[src/rtl/oe_pkg.sv]
package oe_pkg;
    typedef enum logic [1:0] {
        OE_OFF    = 2'b00,
        OE_ON     = 2'b01,
        OE_TERM_A = 2'b10,
        OE_TERM_B = 2'b11
    } oe_mode_e;

    localparam int MODE_W       = 2;
    localparam int TERMS_PER_BK = 2;
endpackage

[src/rtl/oe_bank_decode.sv]
module oe_bank_decode
    import oe_pkg::*;
#(
    parameter int CELLS = 8
) (
    input  logic [CELLS*MODE_W-1:0] mode_vec,
    input  logic [TERMS_PER_BK-1:0] terms,
    output logic [CELLS-1:0]        oe_vec
);
    typedef struct packed {
        logic [CELLS-1:0] oe;
    } dec_t;

    dec_t dec_d;

    always_comb begin
        dec_d = '0;
        for (int c = 0; c < CELLS; c++) begin
            unique case (oe_mode_e'(mode_vec[c*MODE_W +: MODE_W]))
                OE_OFF:    dec_d.oe[c] = 1'b0;
                OE_ON:     dec_d.oe[c] = 1'b1;
                OE_TERM_A: dec_d.oe[c] = terms[0];
                OE_TERM_B: dec_d.oe[c] = terms[1];
                default:   dec_d.oe[c] = 1'b0;
            endcase
        end
    end

    assign oe_vec = dec_d.oe;
endmodule

[src/rtl/io_pad_cell.sv]
module io_pad_cell (
    input  logic data_i,
    input  logic oe_i,
    input  logic ext_i,
    output logic out_o,
    output logic oe_o,
    output logic fb_o
);
    logic pin_d;

    always_comb begin
        pin_d = oe_i ? data_i : ext_i;
    end

    assign out_o = data_i;
    assign oe_o  = oe_i;
    assign fb_o  = pin_d;
endmodule

[src/rtl/oe_bank_ctrl.sv]
module oe_bank_ctrl
    import oe_pkg::*;
#(
    parameter int NUM_BANKS      = 2,
    parameter int CELLS_PER_BANK = 8
) (
    input  logic [15:0] mc_data,
    input  logic [3:0]  bank_term,
    input  logic [31:0] cell_mode,
    input  logic [15:0] pad_ext,
    output logic [15:0] pad_out,
    output logic [15:0] pad_oe,
    output logic [15:0] fb_in
);
    localparam int CELLS  = NUM_BANKS * CELLS_PER_BANK;
    localparam int BK_MW  = CELLS_PER_BANK * MODE_W;

    logic [CELLS-1:0] oe_d;

    for (genvar b = 0; b < NUM_BANKS; b++) begin : g_bank
        oe_bank_decode #(.CELLS(CELLS_PER_BANK)) u_dec (
            .mode_vec (cell_mode[b*BK_MW +: BK_MW]),
            .terms    (bank_term[b*TERMS_PER_BK +: TERMS_PER_BK]),
            .oe_vec   (oe_d[b*CELLS_PER_BANK +: CELLS_PER_BANK])
        );
    end

    for (genvar c = 0; c < CELLS; c++) begin : g_cell
        io_pad_cell u_cell (
            .data_i (mc_data[c]),
            .oe_i   (oe_d[c]),
            .ext_i  (pad_ext[c]),
            .out_o  (pad_out[c]),
            .oe_o   (pad_oe[c]),
            .fb_o   (fb_in[c])
        );
    end

    // Checks relating top-level inputs to outputs built by the sub-blocks
    always_comb begin
        for (int c = 0; c < CELLS; c++) begin
            if (cell_mode[c*MODE_W +: MODE_W] == 2'b00)
                a_r1_off_low: assert (pad_oe[c] == 1'b0);
            if (cell_mode[c*MODE_W +: MODE_W] == 2'b01)
                a_r2_on_high: assert (pad_oe[c] == 1'b1);
            if (cell_mode[c*MODE_W +: MODE_W] == 2'b10)
                a_r3_first_term: assert (pad_oe[c] == bank_term[(c/CELLS_PER_BANK)*TERMS_PER_BK]);
            if (cell_mode[c*MODE_W +: MODE_W] == 2'b11)
                a_r4_second_term: assert (pad_oe[c] == bank_term[(c/CELLS_PER_BANK)*TERMS_PER_BK+1]);
            a_r6_data_pass: assert (pad_out[c] == mc_data[c]);
            if (!pad_oe[c])
                a_r7_fb_external: assert (fb_in[c] == pad_ext[c]);
            else
                a_r7_fb_driven: assert (fb_in[c] == mc_data[c]);
        end
    end
endmodule

[config.mk]
export PLATFORM = sky130hd
export DESIGN_NAME = oe_bank_ctrl
export DESIGN_NICKNAME = d
export VERILOG_FILES = /design/src/rtl/oe_pkg.sv /design/src/rtl/oe_bank_decode.sv /design/src/rtl/io_pad_cell.sv /design/src/rtl/oe_bank_ctrl.sv
export SDC_FILE = /design/constraint.sdc
export NUM_CORES = 1
export LEC_CHECK = 0
export CORE_MARGIN = 8
export CORE_UTILIZATION = 34
export DETAILED_ROUTE_END_ITERATION = 10
export MAX_ROUTING_LAYER = met4
export PLACE_DENSITY = 0.84
export SETUP_SLACK_MARGIN = 0.15
export SLEW_MARGIN = 25
export SYNTH_ARGS = -nofsm -noshare
export SYNTH_HDL_FRONTEND = slang
export SYNTH_SLANG_ARGS = --single-unit
[constraint.sdc]
create_clock -name vclk -period 1.1
set_input_delay 0.165 -clock vclk [all_inputs]
set_output_delay 0.165 -clock vclk [all_outputs]
set_load 0.01 [all_outputs]
# == Yosys cells after proc, flatten, opt, wreduce, memory -nomap -nowiden ==
# Index checks and enable logic that the tools add are counted.
# word_totals
rom_bits,0
n_memories,0
word_cells,96
mem_bits_rw,0
register_bits,0
latch_bits,0
inputBits,68
output_inout_bits,48
# op_classes
eq_ne,48
bitwise,0
order_cmp,0
n_reduce_logical,16
mul,0
n_div,0
addsub,0
shifts,0
mux,32
# op_table
cell,count
$eq 2x2->1 const B,32
$pmux 1 s4,16
$eq 2x1->1 const B,16
$logic_not 2->1,16
$mux 1,16

# == Longest topological paths before layout ==
# Gate-level depths: netlist of run 1.
# logic_depth
word_depth,3
ltp_mapped,6
mapped_depth_nobuf,3

# == By module ==
# From an unflattened synthesis of run 1, not the netlist that was laid out.
# unflattened
hier_cells,84
hier_area_um2,690.7
# modules_own_cells
module,cells_per_inst,seq_area_each_um2,area_per_inst_um2,instances
io_pad_cell,3,0.0,30.0,16
oe_bank_decode,18,0.0,105.1,2

# == Worst setup path after synthesis of run 1 ==
# OpenSTA, ideal clock, no wires.
# synth_timing
path_type,input-to-output
start,input port bank_term[2]
end,output port fb_in[11]
path_buffers,2
path_stages,5
setup_slack_ns,0.014
arrival_time_ns,0.921
path_cell_list,buf_4 > or3b_1 > o31ai_1 > a211oi_1 > buf_4
# synth_between
elab_chain_len,2
# synth_lines
element,line_no,text
start: declaration,oe_bank_ctrl.sv:8,"input logic [3:0] bank_term,"
$pmux 1 s4,oe_bank_decode.sv:19,unique case (oe_mode_e'(mode_vec[c*MODE_W +: MODE_W]))
$mux 1,io_pad_cell.sv:12,pin_d = oe_i ? data_i : ext_i;
end: declaration,oe_bank_ctrl.sv:13,output logic [15:0] fb_in
# No other way between the ends.

# == Worst setup path after layout of run 1 ==
# layout_timing
start,input port bank_term[2]
end,output port fb_in[10]
# Same word-level chain as after synthesis.

==> flow_metrics.tcl, run 1 <==
set metrics [dict create \
    arrival_ns 1.12 \
    start_util 0.3522 \
    p_int_w 0.0005879 \
    seq_power_share 0 \
    power.density_nw_per_um2 429.4 \
    period_minus_slack_ns 1.280 \
    wl_per_cell_um 18.55 \
    hold_path.class "input port to output port" \
    synth_top_area_cell "buf_4" \
    die-area_um2 6459 \
    final_cell_mix "buf_2 (49), dlygate4sd2_1 (29), a31oi_1 (21)" \
    placed_area_um2 2451 \
    clockPowerShare 0 \
    syn_nets 270 \
    holdPathStages 3 \
    layout-drive-gt1-share 0.5033 \
    design.seq.count 0 \
    path_depth 6 \
    drtIter0Drc 120 \
    num_rows 23 \
    drc 0 \
    p_sw_frac 0.4764 \
    chipWidth_um 80.37 \
    rsz0062_at_grt "true" \
    layout_commonest_cell "buf_2" \
    cp_top_family "buffers and inverters" \
    slew_viol_final 0 \
    grt_pass1_wl_um 9591 \
    port_buffers 116 \
    tns_ns -0.8040 \
    area_growth_pct 85.61 \
    core_area_um2 4000 \
    nets 370 \
    n_clock_buffer 0 \
    vdd_drop_max_v 0.0002158 \
    vias 1932 \
    ys_types 24 \
    fin_area_um2 2615 \
    ys.warnings.count 0 \
    crit_chain "buf_8 -> buf_8 -> or3b_4 -> o31ai_4 -> a211oi_2 -> buf_2" \
    finalHoldWorstSlack_ns 0.6828 \
    synth_top_area_frac 0.2664 \
    place_hpwl_um 4581 \
    die_h_um 80.37 \
    crit_type "input port to output port" \
    relSlewSlack 0.8219 \
    synth.avg_cell_area_um2 6.975 \
    p_comb_frac 1.000 \
    fin_ws_ns -0.1803 \
    syn_inst 202 \
    netlist_area_um2 1409 \
    detail-route-antenna-nets 0 \
    crit_fanout 5 \
    routed_wl_um 6493 \
    crit_path_max_incr_delay_ns 0.25 \
    end_kind "output port" \
    grt_pass1_vias 1946 \
    track_usage 0.1835 \
    grt_max_degree 9 \
    crit_required_ns 0.94 \
    crit_slowest_cell "or3b_4" \
    cp-start-kind "input port" \
    status "complete, but fails checks" \
    cp_num_buf_inv 3 \
    finalHoldViolCount 0 \
    io_pins 116 \
    holdBufCountCts 0 \
    setup_viol 15 \
    cpMostUsedCell "buf_8" \
    worst_slew_pin_slew_ns 0.2671 \
    switchingPower_w 0.0005348 \
    fill_cells 347 \
    clock.fmax_ghz 0.7811 \
    overflow 0 \
    vias_per_cell 5.520 \
    place_congestion 0.7971 \
    final_core_util 0.6537 \
    violations "setup timing" \
    regArea_um2 0 \
    drv_cap 0 \
    power.leakage_nw 1.224 \
    ys_seq_area_frac 0 \
    fin_crit_sh 1.164 \
    dr.pass1.iters 4 \
    n_antenna_cell 0 \
    antenna_found_initial 0 \
    synth_area_leaders "buf_4 (27%), a31oi_1 (11%), and3b_1 (9.9%), mux2i_1 (9.2%), a21oi_1 (5.3%)" \
]
==> layer usage <==
| metal | global-route usage | vias to the layer above | part of all wire |
|---|---|---|---|
| li1 | - | 943 | - |
| met5 | - | - | 0 |
| met1 | 0.1881 | 901 | 0.36 |
| met2 | 0.3504 | 74 | 0.57 |
| met4 | 0.05273 | 0 | 0.027 |
| met3 | 0.02344 | 14 | 0.047 |
==> repair_timing <==
action	4_1_cts	5_1_grt
gates cloned	5	0
endpoints found under the setup margin	48	34
pin swaps	44	14
buffers inserted	5	2
resized for setup	376	45
==> area by class of cell <==
type	count	area, um^2	share of cell area
Timing Repair Buffer	153	1305	0.4990
Tap cell	50	62.56	0.02392
Multi-Input combinational cell	141	1221	0.4670
Inverter	6	26.28	0.01005
==> synth_stat cells <==
| library cell | instances |
|---|---|
| o21ai_1 | 4 |
| nand2b_1 | 4 |
| o211ai_1 | 8 |
| buf_6 | 1 |
| a31oi_1 | 24 |
| a21oi_1 | 15 |
| a21o_1 | 4 |
| buf_4 | 50 |
| and3b_1 | 16 |
| nand3_1 | 4 |
| a32oi_1 | 1 |
| o21ai_0 | 9 |
| nand2_1 | 6 |
| nor2b_1 | 4 |
| o2bb2ai_1 | 1 |
| nand3b_1 | 4 |
| inv_1 | 6 |
| or3b_1 | 3 |
| a211oi_1 | 6 |
| nor3b_1 | 8 |
| o221ai_1 | 4 |
| buf_2 | 4 |
| mux2i_1 | 13 |
| o31ai_1 | 3 |
==> kinds of logic (layout without fill, tap and decap cells) <==
group | count (synthesis) | in the layout | synth area share
AO/OA/AOI/OAI | 79 | 79 | 0.3552
buffers and inverters | 61 | 159 | 0.3046
AND/OR/NAND/NOR | 49 | 49 | 0.2478
multiplexers | 13 | 13 | 0.09236
==> power groups by stage <==
| stage | Sequential, W | Clock [W] | Combinational (W) |
|---|---|---|---|
| 2_1_floorplan | 0 | 0 | 0.000556 |
| 3_3_place_gp | 0 | 0 | 0.00108 |
| 3_5_place_dp | 0 | 0 | 0.00110 |
| 4_1_cts | 0 | 0 | 0.00104 |
| 5_1_grt | 0 | 0 | 0.00120 |
| 6_report | 0 | 0 | 0.00112 |
==> worst paths after layout <==
check / startpoint / to
max: bank_term[2] / fb_in[10]
min: cell_mode[18] / pad_oe[9]
==> through the flow <==
step | setup WS [ns] | std cells | total power (W)
floorplan | 0.04694 | 202 | 0.0005559
global placement | -0.8431 | 338 | 0.001077
detailed placement | -0.8937 | 338 | 0.001095
CTS | -0.1169 | 348 | 0.001044
global route | -0.1968 | 350 | 0.001198
finish | -0.1803 | 350 | 0.001123
Power figures use the tool's default switching activity.
==> run 2, diff against run 1 <==
--- a/config.mk
+++ b/config.mk
@@ -6,5 +6,5 @@
 export NUM_CORES = 1
 export LEC_CHECK = 0
-export CORE_MARGIN = 8
+export CORE_MARGIN = 2
 export CORE_UTILIZATION = 34
 export DETAILED_ROUTE_END_ITERATION = 10
==> constraint.sdc (replaced) <==
create_clock -name vclk -period 1.1
set_input_delay 0.22 -clock vclk [all_inputs]
set_output_delay 0.22 -clock vclk [all_outputs]
set_load 0.01 [all_outputs]
==> flow_metrics.tcl, run 2 (synthesis results as in run 1) <==
set metrics [dict create \
    status "complete, but fails checks" \
    rsz0062_at_grt "true" \
    overflow 0 \
    chipWidth_um 68.37 \
    place_congestion 0.7770 \
    wl_per_cell_um 16.03 \
    vias 1929 \
    drv_cap 0 \
    routed_wl_um 5689 \
    layout_commonest_cell "buf_2" \
    crit_slowest_cell "or3b_1" \
    setup_viol 21 \
    post-place-ws_ns -1.022 \
    final_core_util 0.6916 \
    n_clock_buffer 0 \
    dr.pass1.iters 4 \
    period_minus_slack_ns 1.228 \
    holdCritStartpoint "cell_mode[22]" \
    hold_path.class "input port to output port" \
    layout-drive-gt1-share 0.5738 \
    design.seq.count 0 \
    crit_chain "buf_6 -> or3b_1 -> o31ai_1 -> a211oi_1 -> buf_2" \
    arrival_ns 1.01 \
    slew_viol_final 0 \
    grt_pass1_wl_um 7969 \
    grt_pass1_vias 1847 \
    drc 0 \
    die_h_um 68.37 \
    finalHoldViolCount 0 \
    tns_ns -1.361 \
    crit_fanout 2 \
    placedCellCount 342 \
    clock.fmax_ghz 0.8143 \
    crit_required_ns 0.88 \
    core_area_um2 4000 \
    final_cell_mix "buf_2 (60), buf_6 (30), dlygate4sd2_1 (21)" \
    start_util 0.3522 \
    detail-route-antenna-nets 0 \
    antenna_found_initial 0 \
    fin_ws_ns -0.1281 \
    holdPathStages 3 \
    crit_path_max_incr_delay_ns 0.37 \
    nets 375 \
    regArea_um2 0 \
    holdBufCountCts 0 \
    track_usage 0.2195 \
    power.leakage_nw 1.261 \
    relSlewSlack 0.8670 \
    finalHoldWorstSlack_ns 0.7254 \
    end_kind "output port" \
    power.density_nw_per_um2 425.1 \
    n_antenna_cell 0 \
    violations "setup timing" \
    num_rows 23 \
    area_growth_pct 96.36 \
    die-area_um2 4674 \
    place_hpwl_um 3887 \
    vdd_drop_max_v 0.0003018 \
    stdcell_count 355 \
    fin_crit_sh 1.116 \
    cp-start-kind "input port" \
    port_buffers 116 \
    grt_max_degree 9 \
    crit_type "input port to output port" \
    io_pins 116 \
    worst_slew_pin_slew_ns 0.1979 \
    vias_per_cell 5.434 \
    whs_endpoint "pad_oe[11]" \
    drtIter0Drc 57 \
]
## run 2: cell types whose count changed in the layout (fill, tap and decap cells not counted), sizes merged
cell           delta
clkbuf            -8
buf              +29
clkdlybuf4s15     -8
dlygate4sd2       -8
## run 2: cell type report
| type | instances | area (um^2) |
|---|---|---|
| multi-input combinational | 141 | 1305 |
| fill | 328 | 1234 |
| tap | 50 | 62.56 |
| inverter | 6 | 33.78 |
| timing repair buffer | 158 | 1365 |
## run 2: layer usage
metal  global-route usage  share of wire  vias up
met5                    -              0        -
met4              0.02750          0.026        0
met3              0.01974          0.052       10
met2               0.4527           0.56       64
met1               0.2256           0.36      916
li1                     -              -      939
## run 2: what timing repair did
action | CTS | global route
setup buffers | 5 | 3
pin swaps | 53 | 30
setup endpoints to repair | 48 | 35
gates resized for setup | 451 | 67
cloned | 5 | 0
## run 2: metrics by stage
step                      area, um^2  total power (W)
final                           2766         0.001176
after global placement          2489         0.001073
after detailed placement        2489         0.001091
after floorplan                 1480        0.0005683
after global routing            2766         0.001253
after CTS                       2451         0.001004
## run 2: report_power, final
part	internal [W]	leakage [nW]	switching, W
Clock	0	0	0
Sequential	0	0	0
Combinational	0.000639	1.26	0.000536
## run 2: worst max-delay path: cells and delay by family
kind | cells | cell delay (ns)
AND/OR/NAND/NOR | 1 | 0.37
buffers and inverters | 2 | 0.24
AO/OA/AOI/OAI | 2 | 0.17
## run 2: worst max-delay path by stage
| stage | to | startpoint | slack [ns] | depth (start not counted) |
|---|---|---|---|---|
| 2_1_floorplan | fb_in[11] | bank_term[2] | -0.06 | 5 |
| 3_3_place_gp | fb_in[13] | bank_term[2] | -0.99 | 6 |
| 3_5_place_dp | fb_in[11] | bank_term[2] | -1.02 | 5 |
| 4_1_cts | fb_in[9] | cell_mode[18] | -0.13 | 5 |
| 5_1_grt | fb_in[10] | mc_data[10] | -0.20 | 5 |
| 6_report | fb_in[10] | mc_data[10] | -0.13 | 5 |
==> run 3, diff against run 2 <==
SKIP_LAST_GASP = 1   (was default)
==> flow_metrics.tcl, run 3 (synthesis results as in run 1) <==
set metrics [dict create \
    fin_area_um2 2749 \
    antenna_found_initial 0 \
    power.density_nw_per_um2 423.1 \
    hold_path.class "input port to output port" \
    arrival_ns 1.01 \
    start_util 0.3522 \
    nets 376 \
    dr.pass1.iters 4 \
    grt_use_met2 0.4454 \
    post-place-ws_ns -1.022 \
    routed_wl_um 5631 \
    area_growth_pct 95.12 \
    die-area_um2 4674 \
    detail-route-antenna-nets 0 \
    overflow 0 \
    vias 1927 \
    chipWidth_um 68.37 \
    place_congestion 0.7770 \
    holdBufCountCts 0 \
    clockPowerShare 0 \
    track_usage 0.2181 \
    holdCritStartpoint "cell_mode[22]" \
    relSlewSlack 0.8743 \
    fin_ws_ns -0.1287 \
    switchingPower_w 0.0005291 \
    cp-start-kind "input port" \
    status "complete, but fails checks" \
    place_hpwl_um 3887 \
    finalHoldViolCount 0 \
    seq_power_share 0 \
    crit_fanout 2 \
    drv_cap 0 \
    busiest_layer "met2" \
    crit_required_ns 0.88 \
    placed_area_um2 2489 \
    fin_crit_sh 1.117 \
    vias_per_cell 5.413 \
    slew_viol_final 0 \
    n_clock_buffer 0 \
    port_buffers 116 \
    period_minus_slack_ns 1.229 \
    die_h_um 68.37 \
    power.leakage_nw 1.260 \
    grt_max_degree 9 \
    grt_pass1_wl_um 7893 \
    grt_pass1_vias 1830 \
    wl_per_cell_um 15.82 \
    crit_slowest_cell "or3b_1" \
    rsz0062_at_grt "true" \
    end_kind "output port" \
    p_int_w 0.0006339 \
    drtIter0Drc 23 \
    vdd_drop_max_v 0.0003029 \
    crit_type "input port to output port" \
    violations "setup timing" \
    setup_viol 23 \
    worst_slew_pin_slew_ns 0.1849 \
    regArea_um2 0 \
    tns_ns -1.496 \
    crit_path_max_incr_delay_ns 0.37 \
    p_sw_frac 0.4549 \
    drc 0 \
    layout-drive-gt1-share 0.5588 \
    met1_usage 0.2246 \
    critPathLaunch "mc_data[11]" \
    layout_commonest_cell "buf_2" \
    num_rows 23 \
    n_antenna_cell 0 \
    core_area_um2 4000 \
    design.seq.count 0 \
    clock.fmax_ghz 0.8139 \
    io_pins 116 \
    final_cell_mix "buf_2 (58), buf_6 (33), dlygate4sd2_1 (22)" \
    p_comb_frac 1.000 \
    use_met3 0.01645 \
    crit_chain "buf_6 -> or3b_1 -> o31ai_1 -> a211oi_1 -> buf_2" \
]
==> run 3: cell types whose count changed in the layout (fill, tap and decap cells not counted), moves of 2 or more <==
cell,change
o21ai_1,-3
o21ai_0,+3
nand3_1,+3
buf_6,+3
buf_2,-2
clkdlybuf4s15_2,+2
nand3_2,-3
==> run 3: metrics by stage <==
stage / utilization / total power, W / hold WS, ns / cells
floorplan: - / 0.0005683 / 0.5318 / 202
global placement: 0.6221 / 0.001073 / 1.383 / 342
detailed placement: 0.6221 / 0.001091 / 1.395 / 342
CTS: 0.6109 / 0.0009952 / 0.7078 / 352
global route: 0.6872 / 0.001241 / 0.7362 / 356
finish: 0.6872 / 0.001163 / 0.7246 / 356
==> run 3: cell type report <==
class | instances | area, um^2
Timing Repair Buffer | 159 | 1378
Multi-Input combinational cell | 141 | 1277
Fill cell | 338 | 1251
Tap cell | 50 | 62.56
Inverter | 6 | 31.28
==> run 3: path summary, 6_finish.rpt <==
| kind | endpoint | depth (start not counted) |
|---|---|---|
| hold / removal | pad_oe[11] | 3 |
| setup / recovery | fb_in[11] | 5 |
==> run 3: what timing repair did <==
action,CTS,global route
gates resized for setup,433,68
pin swaps,53,31
setup endpoints to repair,48,37
setup buffers,5,4
gates cloned,5,0
==> run 3: worst max-delay path, delay by kind of cell <==
kind	cells	cell delay (ns)
AO/OA/AOI/OAI	2	0.17
buffers and inverters	2	0.25
AND/OR/NAND/NOR	1	0.37
==> run 3: metal layers <==
layer	vias to the layer above	part of all wire	wire length, um
met1	919	0.36	2029
li1	940	-	-
met3	8	0.053	297
met2	60	0.57	3194
met5	-	0	0
met4	0	0.019	109
==> run 3: power by group through the flow <==
stage / sequential [W] / combinational [W] / clock (W)
global placement: 0 / 0.00107 / 0
finish: 0 / 0.00116 / 0
CTS: 0 / 0.000995 / 0
floorplan: 0 / 0.000568 / 0
detailed placement: 0 / 0.00109 / 0
global route: 0 / 0.00124 / 0
